[config.mk]
export PLATFORM = sky130hd
export DESIGN_NAME = ped_line_gate
export DESIGN_NICKNAME = d
export VERILOG_FILES = /design/src/rtl/ped_pkg.sv /design/src/rtl/ped_line_tracker.sv /design/src/rtl/ped_ctrl_regs.sv /design/src/rtl/ped_decide.sv /design/src/rtl/ped_line_gate.sv
export SDC_FILE = /design/constraint.sdc
export NUM_CORES = 1
export LEC_CHECK = 0
export ABC_AREA = 1
export CORE_UTILIZATION = 40
export DETAILED_ROUTE_END_ITERATION = 7
export DONT_BUFFER_PORTS = 1
export PLACE_DENSITY = 0.5
export SYNTH_ARGS = -nofsm -noshare
export SYNTH_HDL_FRONTEND = slang
export SYNTH_HIERARCHICAL = 1
export SYNTH_SLANG_ARGS = --single-unit
[constraint.sdc]
create_clock -name clk -period 2.85 [get_ports clk]
set_input_delay 0.1425 -clock clk [delete_from_list [all_inputs] [get_ports clk]]
set_output_delay 0.1425 -clock clk [all_outputs]
set_load 0.005 [all_outputs]
[src/rtl/ped_pkg.sv]
package ped_pkg;
  localparam int unsigned ADDR_W = 2;
  typedef enum logic [ADDR_W-1:0] {
    SEL_BANK_A = 2'd0,
    SEL_BANK_B = 2'd1,
    SEL_GLOBAL = 2'd2,
    SEL_NONE   = 2'd3
  } reg_sel_e;
endpackage

[src/rtl/ped_line_tracker.sv]
module ped_line_tracker #(
  parameter int unsigned TOTAL_LINES = 525,
  parameter int unsigned LINE_W      = $clog2(TOTAL_LINES + 1)
) (
  input  logic              clk,
  input  logic              rst_n,
  input  logic              line_start,
  input  logic              field_start,
  input  logic              field_id,
  output logic              line_begin,
  output logic [LINE_W-1:0] line_nxt,
  output logic [LINE_W-1:0] line_cur
);
  logic realign;

  always_comb begin
    line_begin = line_start | field_start;
    realign    = field_start & ~field_id;
    if (realign)
      line_nxt = LINE_W'(1);
    else if (line_cur == LINE_W'(TOTAL_LINES))
      line_nxt = LINE_W'(1);
    else
      line_nxt = line_cur + LINE_W'(1);
  end

  always_ff @(posedge clk or negedge rst_n) begin
    if (!rst_n)
      line_cur <= LINE_W'(TOTAL_LINES);
    else if (line_begin)
      line_cur <= line_nxt;
  end

  assert_line_range_R2: assert property (@(posedge clk) disable iff (!rst_n)
    (line_cur >= LINE_W'(1)) && (line_cur <= LINE_W'(TOTAL_LINES)));

  assert_first_field_realign_R2: assert property (@(posedge clk) disable iff (!rst_n)
    (field_start && !field_id) |=> (line_cur == LINE_W'(1)));

  assert_second_field_continues_R3: assert property (@(posedge clk) disable iff (!rst_n)
    (field_start && field_id && line_cur < LINE_W'(TOTAL_LINES))
      |=> (line_cur == $past(line_cur) + LINE_W'(1)));

  assert_wrap_after_last_R4: assert property (@(posedge clk) disable iff (!rst_n)
    (line_begin && !(field_start && !field_id) && line_cur == LINE_W'(TOTAL_LINES))
      |=> (line_cur == LINE_W'(1)));
endmodule

[src/rtl/ped_ctrl_regs.sv]
module ped_ctrl_regs
  import ped_pkg::*;
#(
  parameter int unsigned WIN_LEN = 16
) (
  input  logic               clk,
  input  logic               rst_n,
  input  logic               wr_en,
  input  logic [ADDR_W-1:0]  wr_addr,
  input  logic [WIN_LEN-1:0] wr_data,
  output logic [WIN_LEN-1:0] bank_a,
  output logic [WIN_LEN-1:0] bank_b,
  output logic               glob_en
);
  logic               we_a, we_b, we_g;
  logic [WIN_LEN-1:0] bank_a_d, bank_b_d;
  logic               glob_en_d;

  always_comb begin
    we_a = wr_en && (reg_sel_e'(wr_addr) == SEL_BANK_A);
    we_b = wr_en && (reg_sel_e'(wr_addr) == SEL_BANK_B);
    we_g = wr_en && (reg_sel_e'(wr_addr) == SEL_GLOBAL);
  end

  for (genvar i = 0; i < WIN_LEN; i++) begin : g_bits
    always_comb begin
      bank_a_d[i] = we_a ? wr_data[i] : bank_a[i];
      bank_b_d[i] = we_b ? wr_data[i] : bank_b[i];
    end
  end

  always_comb glob_en_d = we_g ? wr_data[0] : glob_en;

  always_ff @(posedge clk or negedge rst_n) begin
    if (!rst_n) begin
      bank_a  <= '0;
      bank_b  <= '0;
      glob_en <= 1'b0;
    end else begin
      bank_a  <= bank_a_d;
      bank_b  <= bank_b_d;
      glob_en <= glob_en_d;
    end
  end

  assert_unused_addr_ignored_R10: assert property (@(posedge clk) disable iff (!rst_n)
    (wr_en && wr_addr == ADDR_W'(3))
      |=> ($stable(bank_a) && $stable(bank_b) && $stable(glob_en)));
endmodule

[src/rtl/ped_decide.sv]
module ped_decide #(
  parameter int unsigned LINE_W      = 10,
  parameter int unsigned WIN_LEN     = 16,
  parameter int unsigned WIN_A_FIRST = 10,
  parameter int unsigned WIN_B_FIRST = 273
) (
  input  logic               clk,
  input  logic               rst_n,
  input  logic               line_begin,
  input  logic [LINE_W-1:0]  line_nxt,
  input  logic [WIN_LEN-1:0] bank_a,
  input  logic [WIN_LEN-1:0] bank_b,
  input  logic               glob_en,
  output logic               ped_en
);
  localparam int unsigned IDX_W = $clog2(WIN_LEN);

  logic [LINE_W-1:0] off_a, off_b;
  logic              in_a, in_b, sel;
  logic [IDX_W-1:0]  idx_a, idx_b;

  always_comb begin
    off_a = line_nxt - LINE_W'(WIN_A_FIRST);
    off_b = line_nxt - LINE_W'(WIN_B_FIRST);
    in_a  = off_a < LINE_W'(WIN_LEN);
    in_b  = off_b < LINE_W'(WIN_LEN);
    idx_a = IDX_W'(off_a);
    idx_b = IDX_W'(off_b);
    if (in_a)
      sel = bank_a[idx_a];
    else if (in_b)
      sel = bank_b[idx_b];
    else
      sel = glob_en;
  end

  always_ff @(posedge clk or negedge rst_n) begin
    if (!rst_n)
      ped_en <= 1'b0;
    else if (line_begin)
      ped_en <= sel;
  end

  assert_hold_within_line_R8: assert property (@(posedge clk) disable iff (!rst_n)
    !line_begin |=> $stable(ped_en));
endmodule

[src/rtl/ped_line_gate.sv]
module ped_line_gate
  import ped_pkg::*;
#(
  parameter int unsigned TOTAL_LINES = 525,
  parameter int unsigned WIN_LEN     = 16,
  parameter int unsigned WIN_A_FIRST = 10,
  parameter int unsigned WIN_B_FIRST = 273
) (
  input  logic               clk,
  input  logic               rst_n,
  input  logic               line_start,
  input  logic               field_start,
  input  logic               field_id,
  input  logic               wr_en,
  input  logic [ADDR_W-1:0]  wr_addr,
  input  logic [WIN_LEN-1:0] wr_data,
  output logic               ped_en
);
  localparam int unsigned LINE_W = $clog2(TOTAL_LINES + 1);

  logic               line_begin;
  logic [LINE_W-1:0]  line_nxt, line_cur;
  logic [WIN_LEN-1:0] bank_a, bank_b;
  logic               glob_en;

  ped_line_tracker #(.TOTAL_LINES(TOTAL_LINES), .LINE_W(LINE_W)) u_track (
    .clk(clk), .rst_n(rst_n), .line_start(line_start), .field_start(field_start),
    .field_id(field_id), .line_begin(line_begin), .line_nxt(line_nxt), .line_cur(line_cur)
  );

  ped_ctrl_regs #(.WIN_LEN(WIN_LEN)) u_regs (
    .clk(clk), .rst_n(rst_n), .wr_en(wr_en), .wr_addr(wr_addr), .wr_data(wr_data),
    .bank_a(bank_a), .bank_b(bank_b), .glob_en(glob_en)
  );

  ped_decide #(.LINE_W(LINE_W), .WIN_LEN(WIN_LEN), .WIN_A_FIRST(WIN_A_FIRST),
               .WIN_B_FIRST(WIN_B_FIRST)) u_dec (
    .clk(clk), .rst_n(rst_n), .line_begin(line_begin), .line_nxt(line_nxt),
    .bank_a(bank_a), .bank_b(bank_b), .glob_en(glob_en), .ped_en(ped_en)
  );
endmodule

* Yosys cells after proc, flatten, opt, wreduce, memory -nomap -nowiden
Cells that the tools add are included.
** Operators by class
- Add/subtract/negate cells :: 3
- $lt $le $gt $ge :: 4
- Equality and inequality tests :: 3
- Mux-type cells :: 8
- Bitwise operators :: 3
- Reduce and logical (&&, ||, !) cells :: 4
** Operator list (count)
- $lt 10x5->1 const B :: 2
- $mux 10 :: 2
- $add 10x1->10 const B :: 1
- $eq 10x10->1 const B :: 1
- $lt 4x5->1 const B :: 2
- $sub 10x4->10 const B :: 1
- $sub 10x9->10 const B :: 1
- $bmux 1 s4 :: 2
- $mux 1 :: 4
- $logic_and 1x1->1 :: 3
- $eq 2x1->1 const B :: 1
- $eq 2x2->1 const B :: 1
- $logic_not 2->1 :: 1
- $and 1x1->1 :: 1
- $not 1->1 :: 1
- $or 1x1->1 :: 1
** Word-level totals
- Flip-flop bits (word level) :: 44
- Input port bits :: 24

* Depth between registers and ports, before layout
- Word-level depth :: 8
- Mapped depth :: 20
- Depth with buffers taken out :: 20

* Hierarchy
The synthesis kept the hierarchy.
** By module, submodules not included
- ped_ctrl_regs :: instances 1, cells an instance 148, area each 1372.6 um^2, seq. area each 825.8 um^2
- ped_line_tracker :: instances 1, cells an instance 111, area each 745.7 um^2, seq. area each 255.2 um^2
- ped_decide :: instances 1, cells an instance 152, area each 683.2 um^2, seq. area each 25.0 um^2

* Worst setup path before layout
Ideal clock, no wire load.
- Path kind :: register to register
- Start :: register u_track.line_cur[0]
- End :: register u_dec.ped_en
- Arrival :: 2210 ps
- Required time :: 2773 ps
- Path slack :: 562 ps
- Cell stages (with the launch flop) :: 16
- Cell sequence :: dfstp_2 ha_1 nand3_1 nor2_2 nor2_4 nand2_2 inv_2 buf_6 ha_1 inv_1 nand3_1 nand3_1 nand3_1 nand3_1 nand2_1 a21oi_1
** On the way
- Longest elaborated chain between the ends :: 8
- Elaborated cells on any way between the ends :: 14
** RTL lines
- from (decl) :: line ped_line_tracker.sv:12 : output logic [LINE_W-1:0] line_cur
- from (signal assigned) :: line ped_line_tracker.sv:29 : line_cur <= LINE_W'(TOTAL_LINES);
- from (signal assigned) :: line ped_line_tracker.sv:31 : line_cur <= line_nxt;
- $add 10x1->10 or $eq 10x10->1 (tied branches) :: line ped_line_tracker.sv:24, ped_line_tracker.sv:21
- $mux 10 (*) :: line ped_line_tracker.sv:21 : else if (line_cur == LINE_W'(TOTAL_LINES))
- $mux 10 (*) :: line ped_line_tracker.sv:19 : if (realign)
- net line_nxt[0] :: line ped_line_gate.sv:22 : logic [LINE_W-1:0] line_nxt, line_cur;
- branches (longest 4 deep; another with $sub 10x9->10)
- $mux 1 (*) :: line ped_decide.sv:29 : if (in_a)
- to (signal assigned) :: line ped_decide.sv:41 : ped_en <= sel;
- to (decl) :: line ped_decide.sv:14 : output logic ped_en
Mark *: on every way through the listed nets, which the timed path passes. The select of a mux whose other input is x is not followed.
A chain may end at the register's enable or synchronous reset.

* Worst setup path after layout
Ends and elaborated chain as after synthesis.

==> flow_summary.ini <==
[critical_path]
r2r_end = u_dec/ped_en$_DFFE_PN0P_
cp-start-kind = flop
startpoint = u_track/line_cur[0]$_DFFE_PN1P_
path_cells = ha_1, nand3_1, o21ai_2, nor2_2, inv_2, ha_1, inv_1, nor2_1, nor2_1, nor2_1, nand2_1, inv_1, nand2_1, a21oi_2, nand2_1, a21oi_1
cp-end-kind = flop
rrSetupSlack_ps = 340
worstSetupPathType = flop to flop
r2r_start = u_track/line_cur[0]$_DFFE_PN1P_
crit_arrival_ps = 2740
slowest_stage = dfstp_2
critical_path_peak_fanout = 6
endpoint = u_dec/ped_en$_DFFE_PN0P_
cp_slowest_stage_delay_ps = 600
required_ps = 3080
r2r_cells = 16

[place]
hpwl_um = 4967
dp_cells = 494
routabilityCongestion = 0.8713
portBuffers = 0
dp_worst_setup_slack_ps = 335.3

[detailed_routing]
routed_wl_um = 7394
vias_per_cell = 4.923
wire_per_inst_um = 13.82
drc = 0
vias = 2634
drtAntennaViolNets = 0
drt-initial-drc-count = 131
drtPass1Iterations = 4

[global_routing]
grt_first_pass_wirelength_um = 12510
grt_pass1_vias = 2602
grt_max_degree = 45
antenna_found_initial = 0
grt_overflow = 0
gr-usage-all-layers_pct = 21.90

[floorplanning]
io_pins = 25
core_area_sq_mm = 0.006794
num_rows = 30
die_w_um = 85.69
die_y_um = 85.69
start_util_pct = 41.23
dieArea_sq_mm = 0.007342

[clock_tree]
cts_made_buffers = 5
clkTransAtPathRegs_ps = 90
cts_tree = yes
clock_sinks = 44
clockRootBuffer = clkbuf_8
worst_skew_pair.late_latency_ps = 300
h-tree-depth = 2
clockBufferDepth = 2

[cells_and_area]
nets = 466
diodes = 0
fillers = 700
drive_gt1_share_pct = 9.567
area_growth_pct = 16.48
instances_no_fill = 535

[synth]
yosysTopAreaCellShare_pct = 35.73
synth_seq_area_share_pct = 39.48
yosys_warnings = 6
avgSynthCellArea_sq_um = 6.816
syn_area_sq_mm = 0.002801
synth_cells = 411
ys_types = 28
ys_top_cells_by_area = dfrtp_1 36%, nand2_1 22%, nand3_1 8.2%, inv_1 6.4%, nand4_1 4.7%
yosys_register_bits = 44
synth_top_area_cell = dfrtp_1
syn_nets = 439

[status]
outcome = completed

[sta]
slew_headroom_pct = 54.50
drv_slew = 0
fin_hold_ws_ps = 8.793
finalSetupViolations = 0
rsz0062_at_grt = false
hold_viol = 0
skew_ps = 7.329
max_freq_ghz = 0.3983
period_minus_slack_ps = 2511
fin_setup_tns_ps = 0
period_share_pct = 88.10
worst_slew_pin_slew_ps = 680.2
setup_ws_ps = 339.1

[power_and_ir_drop]
p_leak_nw = 1.680
ir_drop_v = 0.0003307
finalPower_mw = 1.951
powerDensity_mw_per_mm2 = 597.8

[hold_path]
min_path_cells = 2
worstHoldPathType = input pin to flop

[job]
drv_cap = 0
==> cells by family after synthesis <==
| family | count (synthesis) | share of synthesized area (%) |
|---|---|---|
| simple gates | 274 | 43.32 |
| flops | 44 | 39.48 |
| compound gates | 16 | 3.439 |
| buf+inv | 72 | 11.66 |
| fa+ha+maj | 4 | 1.787 |
| xor+xnor | 1 | 0.3127 |
==> placed cells by master, fill, tap and decap left out, drive strengths merged <==
cell / synthesis / layout
o21ai: 9 / 9
a21oi: 5 / 5
o21bai: 1 / 1
clkinv: 0 / 1
nand3b: 1 / 1
buf: 12 / 3
dfrtp: 40 / 40
xor2: 1 / 1
clkinvlp: 0 / 1
clkbuf: 3 / 6
nand2: 168 / 168
ha: 4 / 4
and3: 1 / 1
a21o: 1 / 1
dlygate4sd3: 0 / 32
inv: 57 / 57
nor2: 34 / 34
nand3: 49 / 49
nand4: 21 / 21
dfstp: 4 / 4
==> worst min-delay path by stage <==
stage	to	slack, ps	from
final	u_regs/bank_b[11]$_DFFE_PN0P_	9	wr_en
after global routing	u_regs/glob_en$_DFFE_PN0P_	20	wr_addr[1]
after CTS	u_regs/bank_b[10]$_DFFE_PN0P_	4	wr_en
after detailed placement	u_track/line_cur[7]$_DFFE_PN0P_	-150	rst_n
after global placement	u_track/line_cur[7]$_DFFE_PN0P_	-150	rst_n
after floorplan	u_dec/ped_en$_DFFE_PN0P_	-150	rst_n
==> flip-flops by register name, indices dropped and copies added, names as in the netlist <==
register and flops:
u_track/line_cur 10, u_regs/bank_b 16, u_regs/bank_a 16, u_dec/ped_en 1, u_regs/glob_en 1
==> layout make-up <==
cell class	count	area [sq um]	area share (%)
multi-input cells	295	1371	42.02
repair buffers	35	362.8	11.12
flip-flops and latches	44	1106	33.90
clock buffers	6	72.57	2.224
well taps	96	120.1	3.681
clock inverters	2	16.27	0.4985
inverters	57	214.0	6.557
==> what timing repair did <==
action                     in CTS  in global routing
setup buffers                   0                  0
setup endpoints to repair       0                  1
hold endpoints to repair       75                  0
hold buffers                   33                  0
resized for setup               0                  1
==> report_power, final <==
group,switching (mW),internal [mW]
Clock,0.237,0.175
Sequential,0.0819,0.736
Combinational,0.457,0.264
Total,0.776,1.17
==> cell usage after synthesis, drive strengths merged <==
master    n
a21o      1
a21oi     5
and3      1
buf      12
clkbuf    3
dfrtp    40
dfstp     4
ha        4
inv      57
nand2   168
nand3    49
nand3b    1
nand4    21
nor2     34
o21ai     9
o21bai    1
xor2      1
==> through the flow <==
stage                     instance area [sq um]  utilization (%)
after floorplan                            2801                -
after CTS                                  3261            47.99
after global routing                       3263            48.03
after detailed placement                   2824            41.57
after global placement                     2824            41.57
final                                      3263            48.03
==> worst max-delay path, delay by kind of cell (launching register included) <==
family | cells | cell delay (ps)
compound gates | 3 | 500
fa+ha+maj | 2 | 380
buf+inv | 3 | 220
flops | 1 | 600
simple gates | 8 | 760
==> per-layer routing <==
metal | routed length [um] | part of all wire (%) | global-route usage (%) | vias up
met5 | 0 | 0 | 0 | -
met1 | 3570 | 48 | 29.84 | 1232
met3 | 239 | 3.2 | 3.946 | 14
li1 | - | - | - | 1342
met4 | 170 | 2.3 | 7.879 | 0
met2 | 3413 | 46 | 34.98 | 46
(Power assumes the default switching activity.)
